--- src/rtl/rsp_pkg.sv ---
package rsp_pkg;
  localparam int SYM_W = 9;

  typedef enum logic [2:0] {
    ST_IDLE, ST_SEL, ST_RD_LO, ST_RD_HI, ST_WR_LO, ST_WR_HI, ST_FIN, ST_FAIL
  } rsp_state_e;

  // move a 9-bit mask into its place inside the 16-bit byte pair
  function automatic logic [15:0] place_mask(logic [SYM_W-1:0] m, logic [2:0] sh);
    return {7'b0, m} << sh;
  endfunction
endpackage

--- src/rtl/rsp_sym_map.sv ---
module rsp_sym_map #(
  parameter int IDXW      = 10,
  parameter int BUF_BYTES = 512,
  parameter int AW        = 9
) (
  input  logic [IDXW-1:0] idx,
  output logic [AW-1:0]   hi_addr,
  output logic [AW-1:0]   lo_addr,
  output logic [2:0]      shift,
  output logic            in_range
);
  localparam int PW = IDXW + 4;
  localparam int BW = PW - 3;

  function automatic logic [PW-1:0] times9(logic [IDXW-1:0] k);
    return {4'b0, k} + {1'b0, k, 3'b0};
  endfunction

  logic [PW-1:0] prod;
  logic [BW-1:0] base, hi;
  logic [2:0]    frac;

  assign prod     = times9(idx);
  assign base     = prod[PW-1:3];
  assign frac     = prod[2:0];
  // a zero remainder pulls the field into the previous byte pair
  assign hi       = (frac == 3'd0) ? base - BW'(1) : base;
  assign shift    = (frac == 3'd0) ? 3'd7 : frac - 3'd1;
  assign in_range = hi < BW'(BUF_BYTES);
  assign hi_addr  = hi[AW-1:0];
  assign lo_addr  = hi_addr - AW'(1);
endmodule

--- src/rtl/rsp_ctrl.sv ---
module rsp_ctrl
  import rsp_pkg::*;
#(
  parameter int SLOTS = 4,
  parameter int AW    = 9,
  parameter int SLW   = 3
) (
  input  logic                        clk,
  input  logic                        rst_n,
  input  logic                        go,
  input  logic                        go_fail,
  input  logic [SLW-1:0]              cnt,
  input  logic [SLOTS-1:0][AW-1:0]    hi_addr,
  input  logic [SLOTS-1:0][AW-1:0]    lo_addr,
  input  logic [SLOTS-1:0][2:0]       shift,
  input  logic [SLOTS-1:0]            in_range,
  input  logic [SLOTS-1:0][SYM_W-1:0] mask,
  input  logic [7:0]                  mem_rdata,
  output logic                        mem_re,
  output logic                        mem_we,
  output logic [AW-1:0]               mem_addr,
  output logic [7:0]                  mem_wdata,
  output logic                        idle,
  output logic                        busy,
  output logic                        done,
  output logic                        fail,
  output logic                        evt_skip
);
  rsp_state_e     state;
  logic [SLW-1:0] slot;
  logic [7:0]     lo_q, hi_q;

  logic [AW-1:0]  cur_hi, cur_lo;
  logic [2:0]     cur_sh;
  logic           cur_in;
  logic [SYM_W-1:0] cur_mask;
  logic [15:0]    xm;

  always_comb begin
    cur_hi = '0; cur_lo = '0; cur_sh = '0; cur_in = 1'b0; cur_mask = '0;
    for (int n = 0; n < SLOTS; n++) begin
      if (slot == SLW'(n)) begin
        cur_hi = hi_addr[n]; cur_lo = lo_addr[n]; cur_sh = shift[n];
        cur_in = in_range[n]; cur_mask = mask[n];
      end
    end
  end

  assign xm       = place_mask(cur_mask, cur_sh);
  assign idle     = (state == ST_IDLE);
  assign busy     = !idle;
  assign done     = (state == ST_FIN);
  assign fail     = (state == ST_FAIL);
  assign evt_skip = (state == ST_SEL) && (slot != cnt) && !cur_in;

  always_comb begin
    mem_re = 1'b0; mem_we = 1'b0; mem_addr = '0; mem_wdata = '0;
    unique case (state)
      ST_RD_LO: begin mem_re = 1'b1; mem_addr = cur_lo; end
      ST_RD_HI: begin mem_re = 1'b1; mem_addr = cur_hi; end
      ST_WR_LO: begin mem_we = 1'b1; mem_addr = cur_lo; mem_wdata = lo_q ^ xm[7:0]; end
      ST_WR_HI: begin mem_we = 1'b1; mem_addr = cur_hi; mem_wdata = hi_q ^ xm[15:8]; end
      default: ;
    endcase
  end

  always_ff @(posedge clk or negedge rst_n) begin
    if (!rst_n) begin
      state <= ST_IDLE;
      slot  <= '0;
      lo_q  <= '0;
      hi_q  <= '0;
    end else begin
      unique case (state)
        ST_IDLE: begin
          slot <= '0;
          if (go_fail)  state <= ST_FAIL;
          else if (go)  state <= ST_SEL;
        end
        ST_SEL: begin
          if (slot == cnt)  state <= ST_FIN;
          else if (!cur_in) slot  <= slot + SLW'(1);
          else              state <= ST_RD_LO;
        end
        ST_RD_LO: state <= ST_RD_HI;
        ST_RD_HI: begin lo_q <= mem_rdata; state <= ST_WR_LO; end
        ST_WR_LO: begin hi_q <= mem_rdata; state <= ST_WR_HI; end
        ST_WR_HI: begin slot <= slot + SLW'(1); state <= ST_SEL; end
        ST_FIN:  state <= ST_IDLE;
        ST_FAIL: state <= ST_IDLE;
        default: state <= ST_IDLE;
      endcase
    end
  end
endmodule

--- src/rtl/rsp_sym_patcher.sv ---
module rsp_sym_patcher
  import rsp_pkg::*;
#(
  parameter int SLOTS     = 4,
  parameter int IDXW      = 10,
  parameter int BUF_BYTES = 512,
  parameter int AW        = $clog2(BUF_BYTES),
  parameter int CNT_W     = $clog2(SLOTS + 1)
) (
  input  logic                     clk,
  input  logic                     rst_n,
  input  logic                     start,
  input  logic                     err_flag,
  input  logic                     uncor_flag,
  input  logic [CNT_W-1:0]         err_cnt,
  input  logic [SLOTS*IDXW-1:0]    err_idx,
  input  logic [SLOTS*SYM_W-1:0]   err_mask,
  output logic                     mem_re,
  output logic                     mem_we,
  output logic [AW-1:0]            mem_addr,
  output logic [7:0]               mem_wdata,
  input  logic [7:0]               mem_rdata,
  output logic                     busy,
  output logic                     done,
  output logic                     fail
);
  logic                        idle, evt_accept, evt_skip;
  logic [CNT_W-1:0]            cnt_q;
  logic [SLOTS-1:0][IDXW-1:0]  idx_q;
  logic [SLOTS-1:0][SYM_W-1:0] mask_q;
  logic [SLOTS-1:0][AW-1:0]    hi_addr, lo_addr;
  logic [SLOTS-1:0][2:0]       shift;
  logic [SLOTS-1:0]            in_range;

  assign evt_accept = start && idle;

  always_ff @(posedge clk or negedge rst_n) begin
    if (!rst_n) begin
      cnt_q <= '0;
      idx_q <= '0;
      mask_q <= '0;
    end else if (evt_accept) begin
      if (!err_flag)                      cnt_q <= '0;
      else if (err_cnt > CNT_W'(SLOTS))   cnt_q <= CNT_W'(SLOTS);
      else                                cnt_q <= err_cnt;
      for (int n = 0; n < SLOTS; n++) begin
        idx_q[n]  <= err_idx[n*IDXW +: IDXW];
        mask_q[n] <= err_mask[n*SYM_W +: SYM_W];
      end
    end
  end

  for (genvar g = 0; g < SLOTS; g++) begin : g_map
    rsp_sym_map #(.IDXW(IDXW), .BUF_BYTES(BUF_BYTES), .AW(AW)) i_map (
      .idx(idx_q[g]), .hi_addr(hi_addr[g]), .lo_addr(lo_addr[g]),
      .shift(shift[g]), .in_range(in_range[g])
    );
  end

  rsp_ctrl #(.SLOTS(SLOTS), .AW(AW), .SLW(CNT_W)) i_ctrl (
    .clk(clk), .rst_n(rst_n),
    .go(evt_accept && !uncor_flag), .go_fail(evt_accept && uncor_flag),
    .cnt(cnt_q), .hi_addr(hi_addr), .lo_addr(lo_addr), .shift(shift),
    .in_range(in_range), .mask(mask_q), .mem_rdata(mem_rdata),
    .mem_re(mem_re), .mem_we(mem_we), .mem_addr(mem_addr), .mem_wdata(mem_wdata),
    .idle(idle), .busy(busy), .done(done), .fail(fail), .evt_skip(evt_skip)
  );
endmodule

--- config.mk ---
export PLATFORM = sky130hd
export DESIGN_NAME = rsp_sym_patcher
export DESIGN_NICKNAME = d
export VERILOG_FILES = /design/src/rtl/rsp_pkg.sv /design/src/rtl/rsp_sym_map.sv /design/src/rtl/rsp_ctrl.sv /design/src/rtl/rsp_sym_patcher.sv
export SDC_FILE = /design/constraint.sdc
export NUM_CORES = 1
export LEC_CHECK = 0
export ABC_CLOCK_PERIOD_IN_PS = 6900
export CORE_ASPECT_RATIO = 1.5
export CORE_UTILIZATION = 58
export DETAILED_ROUTE_END_ITERATION = 6
export PLACE_DENSITY = 0.83
export REMOVE_ABC_BUFFERS = 1
export SLEW_MARGIN = 20
export SYNTH_ARGS = -nofsm -noshare
export SYNTH_HDL_FRONTEND = slang
export SYNTH_SLANG_ARGS = --single-unit
--- constraint.sdc ---
create_clock -name clk -period 6.9 [get_ports clk]
set_input_delay 1.035 -clock clk [delete_from_list [all_inputs] [get_ports clk]]
set_output_delay 1.035 -clock clk [all_outputs]
set_load 0.005 [all_outputs]
==> results of run 1 <==
layer usage:
layer | global-route usage [%] | vias up
met1 | 34.2 | 3679
met5 | 0 | -
met2 | 53.3 | 244
li1 | - | 3730
met4 | 15.3 | 0
met3 | 4.01 | 63
cells by family after synthesis:
group,share of synthesized area [%]
and+or+nand+nor,17.5
AOI/OAI and AO/OA,19.4
DFF,29.5
muxes,12.7
xor gates and xnor gates,9.29
buffers and inverters,3.55
adders and majority gates,8.09
final cells by class:
cell class                 count  area [um^2]  share of cell area (%)
clock buffer                  10          239                    2.35
clock inverter                 6         65.1                   0.640
inverter                      36          135                    1.33
multi-input combinational    786         5750                    56.6
sequential                   101         2530                    24.9
tap                          196          245                    2.41
timing repair buffer         122         1200                    11.8
state kept, by name (all words and copies together), names as in the netlist:
signal,flops
cnt_q,3
i_ctrl.hi_q,8
i_ctrl.lo_q,8
i_ctrl.slot,3
i_ctrl.state,3
idx_q,40
mask_q,36
tightest hold or removal path, delay by kind of cell, from the launching register on:
kind	cells	cell delay (ps)
flops	1	360
simple gates	2	120
per-stage QoR:
stage                     setup slack, ps  cells  hold WS (ps)  cell area (um^2)  util [%]
after global routing                 1090   1257           515             10200      70.3
after global placement               1900   1241           478              9860      68.2
after floorplan                      1550    923           466              8400         -
after CTS                            1440   1257           503             10200      70.3
after detailed placement             1820   1241           483              9860      68.2
final                                1390   1257           501             10200      70.3
cell usage in the layout, fill, tap and decap left out, types with 11 or more instances in the layout:
cell | netlist | layout
sky130_fd_sc_hd__a221oi_1 | 18 | 18
sky130_fd_sc_hd__o22ai_1 | 23 | 23
sky130_fd_sc_hd__mux2i_1 | 15 | 15
sky130_fd_sc_hd__ha_1 | 49 | 49
sky130_fd_sc_hd__a21oi_1 | 50 | 50
sky130_fd_sc_hd__clkdlybuf4s50_1 | 0 | 112
sky130_fd_sc_hd__nand2_1 | 98 | 98
sky130_fd_sc_hd__xnor2_1 | 48 | 48
sky130_fd_sc_hd__nand3_1 | 23 | 23
sky130_fd_sc_hd__and2_1 | 11 | 11
sky130_fd_sc_hd__dfrtp_1 | 101 | 101
sky130_fd_sc_hd__nor2_1 | 57 | 56
sky130_fd_sc_hd__nor2b_1 | 14 | 13
sky130_fd_sc_hd__o21ai_0 | 44 | 44
sky130_fd_sc_hd__mux2_2 | 83 | 83
sky130_fd_sc_hd__and3_1 | 11 | 11
sky130_fd_sc_hd__inv_1 | 35 | 35
sky130_fd_sc_hd__xor2_1 | 41 | 41
sky130_fd_sc_hd__nor3_1 | 32 | 32
sky130_fd_sc_hd__a21o_1 | 14 | 14
worst paths after layout:
| path | endpoint | from | cells after the start | slack (ps) |
|---|---|---|---|---|
| min reg2reg | i_ctrl.hi_q[0] | i_ctrl.hi_q[0] | 2 | 500 |
| max | mem_addr[5] | idx_q[13] | 13 | 1390 |
| max in group asynchronous | idx_q[1] | rst_n | 2 | 5040 |
| max reg2reg | i_ctrl.slot[1] | idx_q[13] | 12 | 2800 |
| min in group asynchronous | idx_q[27] | rst_n | 1 | 670 |
| min | i_ctrl.hi_q[0] | i_ctrl.hi_q[0] | 2 | 500 |
==> results.json, run 1 <==
{
  "timing.critical_path.required_ps": 5860,
  "post-synth-top-area-fraction_pct": 29.5,
  "length_of_routed_met3_wiring_um": 931,
  "cp_slowest_stage_delay_ps": 530,
  "number_of_failing_hold_endpoints_at_the_final_stage": 0,
  "synthFlopType": "sky130_fd_sc_hd__dfrtp_1",
  "num_io_pins": 114,
  "wl_um": 21500,
  "first_pass_iters": 5,
  "cp_num_buf_inv": 1,
  "worst_setup_path_class": "reg -> out",
  "slew_violations": 0,
  "post-synth-top-count-cell": "sky130_fd_sc_hd__dfrtp_1",
  "grt_pass1_wl_um": 35600,
  "wire_per_inst_um": 17.1,
  "met1_length_um": 8600,
  "hold_class": "reg -> reg",
  "fp.coreArea_um2": 14500,
  "worst_skew_pair.late_latency_ps": 360,
  "routed-via-count": 7716,
  "post_synth_inst_count": 967,
  "gp_congestion": 0.933,
  "tritoncts_sinks": 101,
  "design.die.area_um2": 15300,
  "clock-skew-final_ps": 16.7,
  "number_of_antenna_violations_at_the_first_check_in_global_routing": 0,
  "asyncSetResetFlopFracSynth_pct": 100,
  "maxClockFrequency_ghz": 0.182,
  "synth_warnings": 0,
  "cts_htree_levels": 3,
  "hold_buffers": 0,
  "synth_cell_types": 77,
  "gr-total-overflow": 0,
  "post_synth.cell_area_avg_um2": 8.86,
  "number_of_global_route_vias_before_repair": 7554,
  "grt_max_degree": 61,
  "initial_utilization_pct": 59.3,
  "route.top_layer_used": "met4",
  "std_cell_rows": 54,
  "cts-buffers-inserted": 9,
  "postCtsSetupRepairBufs": 0,
  "netlist_area_um2": 8570,
  "ys_top_cells_by_count": "sky130_fd_sc_hd__dfrtp_1, sky130_fd_sc_hd__nand2_1, sky130_fd_sc_hd__mux2_2",
  "synth.top_cells.by_area": "sky130_fd_sc_hd__dfrtp_1, sky130_fd_sc_hd__mux2_2, sky130_fd_sc_hd__ha_1",
  "routed-wl-met2_um": 11100,
  "timing.critical_path.cells": "ha_1, fa_1, xnor2_1, nand2_1, nor3_1, or3b_2, xnor2_2, xnor2_1, a221oi_1, a21oi_1, a221oi_1, a21oi_1, clkdlybuf4s50_1",
  "outcome": "finished clean",
  "post_synth_edffs": 0,
  "yosys.area.top_type": "sky130_fd_sc_hd__dfrtp_1",
  "worstSetupEndpointType": "output pin",
  "post_route_cells_drive_above_1_share_pct": 12.7,
  "n_antenna_cell": 0,
  "tightest_slew_ps": 989,
  "detailedPlacementHpwl_um": 16100,
  "drcViolationCount": 0,
  "port_buffers": 113,
  "min_period_over_period_pct": 79.8,
  "worst_setup_path_start_kind": "flip-flop",
  "design.final.nets": 1201,
  "ys_ff_latch": 101,
  "arrival_time_worst_endpoint_ps": 4470,
  "clockBufferDepth": 2,
  "num-fill-cells": 1198,
  "share_of_the_yosys_chip_area_belonging_to_registers_pct": 29.5,
  "detailedRoute.firstIterationViolations": 355,
  "die_w_um": 101,
  "cp_top_family": "simple AND/OR/NAND/NOR gates",
  "clkSlewWorstSetupHoldPaths_ps": 80,
  "ant_nets": 0,
  "rsz0062_at_grt": "no",
  "grtUsageTotal_pct": 29.7,
  "timing.critical_path.fanout_max": 5,
  "chipHeight_um": 151,
  "critical-path-slowest-cell": "sky130_fd_sc_hd__or3b_2",
  "route.detailed.vias_per_inst": 6.14,
  "setup_total_negative_slack_ps": 0,
  "total_of_max_cap_violations": 0,
  "report.final.setup_viol": 0,
  "layout-area-overhead-vs-synth_pct": 18.6,
  "period_minus_slack_ps": 5510,
  "timing.slew.headroom_pct": 33.9,
  "clockRootBuffer": "sky130_fd_sc_hd__clkbuf_16",
  "cts_tree": "built",
  "postCtsResizedCells": 0
}
Power of run 1 is left out: the tool's default activity adds up to more than one toggle a clock period on the data nets, which glitch-free logic cannot reach.
==> run 2: changes to the inputs <==
--- a/config.mk
+++ b/config.mk
@@ -5,11 +5,11 @@
 export SDC_FILE = /design/constraint.sdc
 export NUM_CORES = 1
 export LEC_CHECK = 0
-export ABC_CLOCK_PERIOD_IN_PS = 6900
+export ABC_CLOCK_PERIOD_IN_PS = 5300
 export CORE_ASPECT_RATIO = 1.5
-export CORE_UTILIZATION = 58
+export CORE_UTILIZATION = 57
 export DETAILED_ROUTE_END_ITERATION = 6
-export PLACE_DENSITY = 0.83
+export PLACE_DENSITY = 0.82
 export REMOVE_ABC_BUFFERS = 1
 export SLEW_MARGIN = 20
 export SYNTH_ARGS = -nofsm -noshare
==> constraint.sdc (replaced) <==
create_clock -name clk -period 5.3 [get_ports clk]
set_input_delay 0.795 -clock clk [delete_from_list [all_inputs] [get_ports clk]]
set_output_delay 0.795 -clock clk [all_outputs]
set_load 0.005 [all_outputs]
==> results.json, run 2 (synthesized netlist as in run 1, its figures left out) <==
{
  "outcome": "finished clean",
  "setup_ws_pre_cts_ps": 584,
  "report.final.setup_viol": 0,
  "number_of_failing_hold_endpoints_at_the_final_stage": 0,
  "cts_htree_levels": 3,
  "num-fill-cells": 1196,
  "drcViolationCount": 0,
  "route.detailed.vias_per_inst": 6.08,
  "grtUsageTotal_pct": 27.9,
  "largest_register_ffs": 40,
  "tritoncts_sinks": 101,
  "timing.critical_path.cells": "ha_1, fa_1, and3_1, or3_1, and2_2, or3b_2, xnor2_4, xnor2_1, a221oi_1, a21oi_1, a221oi_1, a21oi_1, clkdlybuf4s50_1",
  "critical-path-slowest-cell": "sky130_fd_sc_hd__or3b_2",
  "chipHeight_um": 152,
  "mostFrequentLayoutCells": "sky130_fd_sc_hd__clkdlybuf4s50_1, sky130_fd_sc_hd__dfrtp_1, sky130_fd_sc_hd__nand2_1",
  "period_minus_slack_ps": 5120,
  "clockRootBuffer": "sky130_fd_sc_hd__clkbuf_16",
  "cp_top_family": "simple AND/OR/NAND/NOR gates",
  "detailedPlacementHpwl_um": 16000,
  "timing.slew.headroom_pct": 32.5,
  "layout_commonest_cell": "sky130_fd_sc_hd__clkdlybuf4s50_1",
  "first_pass_iters": 5,
  "worst_slack_ps": 185,
  "hold_buffers": 0,
  "layout-area-overhead-vs-synth_pct": 19.5,
  "number_of_antenna_violations_at_the_first_check_in_global_routing": 0,
  "grt_max_degree": 72,
  "worst_setup_path_start_kind": "flip-flop",
  "clkSlewWorstSetupHoldPaths_ps": 80,
  "cts_tree": "built",
  "gp_congestion": 0.926,
  "maxClockFrequency_ghz": 0.195,
  "post_route_cells_drive_above_1_share_pct": 13.2,
  "tightest_slew_ps": 1010,
  "slew_violations": 0,
  "timing.critical_path.required_ps": 4510,
  "reg2reg_to": "i_ctrl.slot[1]",
  "worst_setup_path_class": "reg -> out",
  "timing.hold.worst_path_depth": 2,
  "cp_slowest_stage_delay_ps": 530,
  "initial_utilization_pct": 58.7,
  "fp.coreArea_um2": 14600,
  "number_of_global_route_vias_before_repair": 7626,
  "cp_num_buf_inv": 1,
  "top_register": "idx_q",
  "hold_class": "reg -> reg",
  "rsz0062_at_grt": "no",
  "design.final.nets": 1203,
  "grt_pass1_wl_um": 35000,
  "worst-r2r-cell-count": 12,
  "n_antenna_cell": 0,
  "wl_um": 21100,
  "detailedRoute.firstIterationViolations": 396,
  "num_io_pins": 114,
  "clock-skew-final_ps": 8.37,
  "die_w_um": 102,
  "std_cell_rows": 54,
  "port_buffers": 113,
  "min_period_over_period_pct": 96.5,
  "reg2reg_setup_slack_ps": 1180,
  "total_of_max_cap_violations": 0,
  "gr-total-overflow": 0,
  "reg.largest.list": "idx_q (40), mask_q (36)",
  "worst_r2r_src": "idx_q[13]",
  "setup_total_negative_slack_ps": 0,
  "clockBufferDepth": 2,
  "worst_skew_pair.late_latency_ps": 340,
  "worst_hold_path_startpoint": "i_ctrl.hi_q[4]",
  "worstSetupEndpointType": "output pin",
  "cts-buffers-inserted": 9,
  "routed-via-count": 7657,
  "ant_nets": 0,
  "wire_per_inst_um": 16.7,
  "design.die.area_um2": 15500,
  "timing.critical_path.fanout_max": 5,
  "min_delay_worst_endpoint": "i_ctrl.hi_q[4]",
  "arrival_time_worst_endpoint_ps": 4320
}
[run 2: cell types whose count changed in the layout (fill, tap and decap cells not counted), sizes merged]
cell,previous run,this run
buf,10,12
clkinvlp,0,1
clkbuf,10,9
[run 2: layer usage]
| layer | part of all wire (%) | track usage (%) |
|---|---|---|
| met1 | 41 | 32.5 |
| met2 | 53 | 51.0 |
| met3 | 4.0 | 3.67 |
| met4 | 2.7 | 10.0 |
| met5 | 0 | 0 |
[run 2: worst min-delay path: cells and delay by family (launching register included)]
family	cells	cell delay, ps
AND/OR/NAND/NOR	2	110
flip-flops	1	360
[run 2: metrics by stage]
step                      util [%]  cells  instance area [um^2]  hold WS [ps]
after floorplan                  -    923                  8400           466
after global placement        67.7   1243                  9880           478
after detailed placement      67.7   1243                  9880           484
after CTS                     69.8   1259                 10200           503
after global routing          70.1   1259                 10200           525
final                         70.1   1259                 10200           499
[run 2: area by class of cell]
type                            instances  area [um^2]  area share (%)
Clock buffer                            9          225            2.20
Clock inverter                          7         77.6           0.758
Inverter                               36          135            1.32
Multi-Input combinational cell        786         5800            56.7
Sequential cell                       101         2530            24.7
Tap cell                              196          245            2.40
Timing Repair Buffer                  124         1220            12.0
[run 2: worst max path at each step]
stage                    from            to  slack, ps  cells after the start
2_1_floorplan  i_ctrl.slot[1]  mem_wdata[5]        190                     12
3_3_place_gp        idx_q[13]   mem_addr[5]        630                     13
3_5_place_dp        idx_q[10]   mem_addr[5]        580                     13
4_1_cts             idx_q[10]   mem_addr[5]        210                     13
5_1_grt             idx_q[10]   mem_addr[6]         30                     13
6_report            idx_q[13]   mem_addr[5]        180                     13
[run 2: repair_timing]
| action | 4_1_cts | 5_1_grt |
|---|---|---|
| gates resized for setup | 0 | 7 |
| setup buffers | 0 | 0 |
| setup endpoints to repair | 0 | 3 |
Power of run 2 is left out for the same reason.
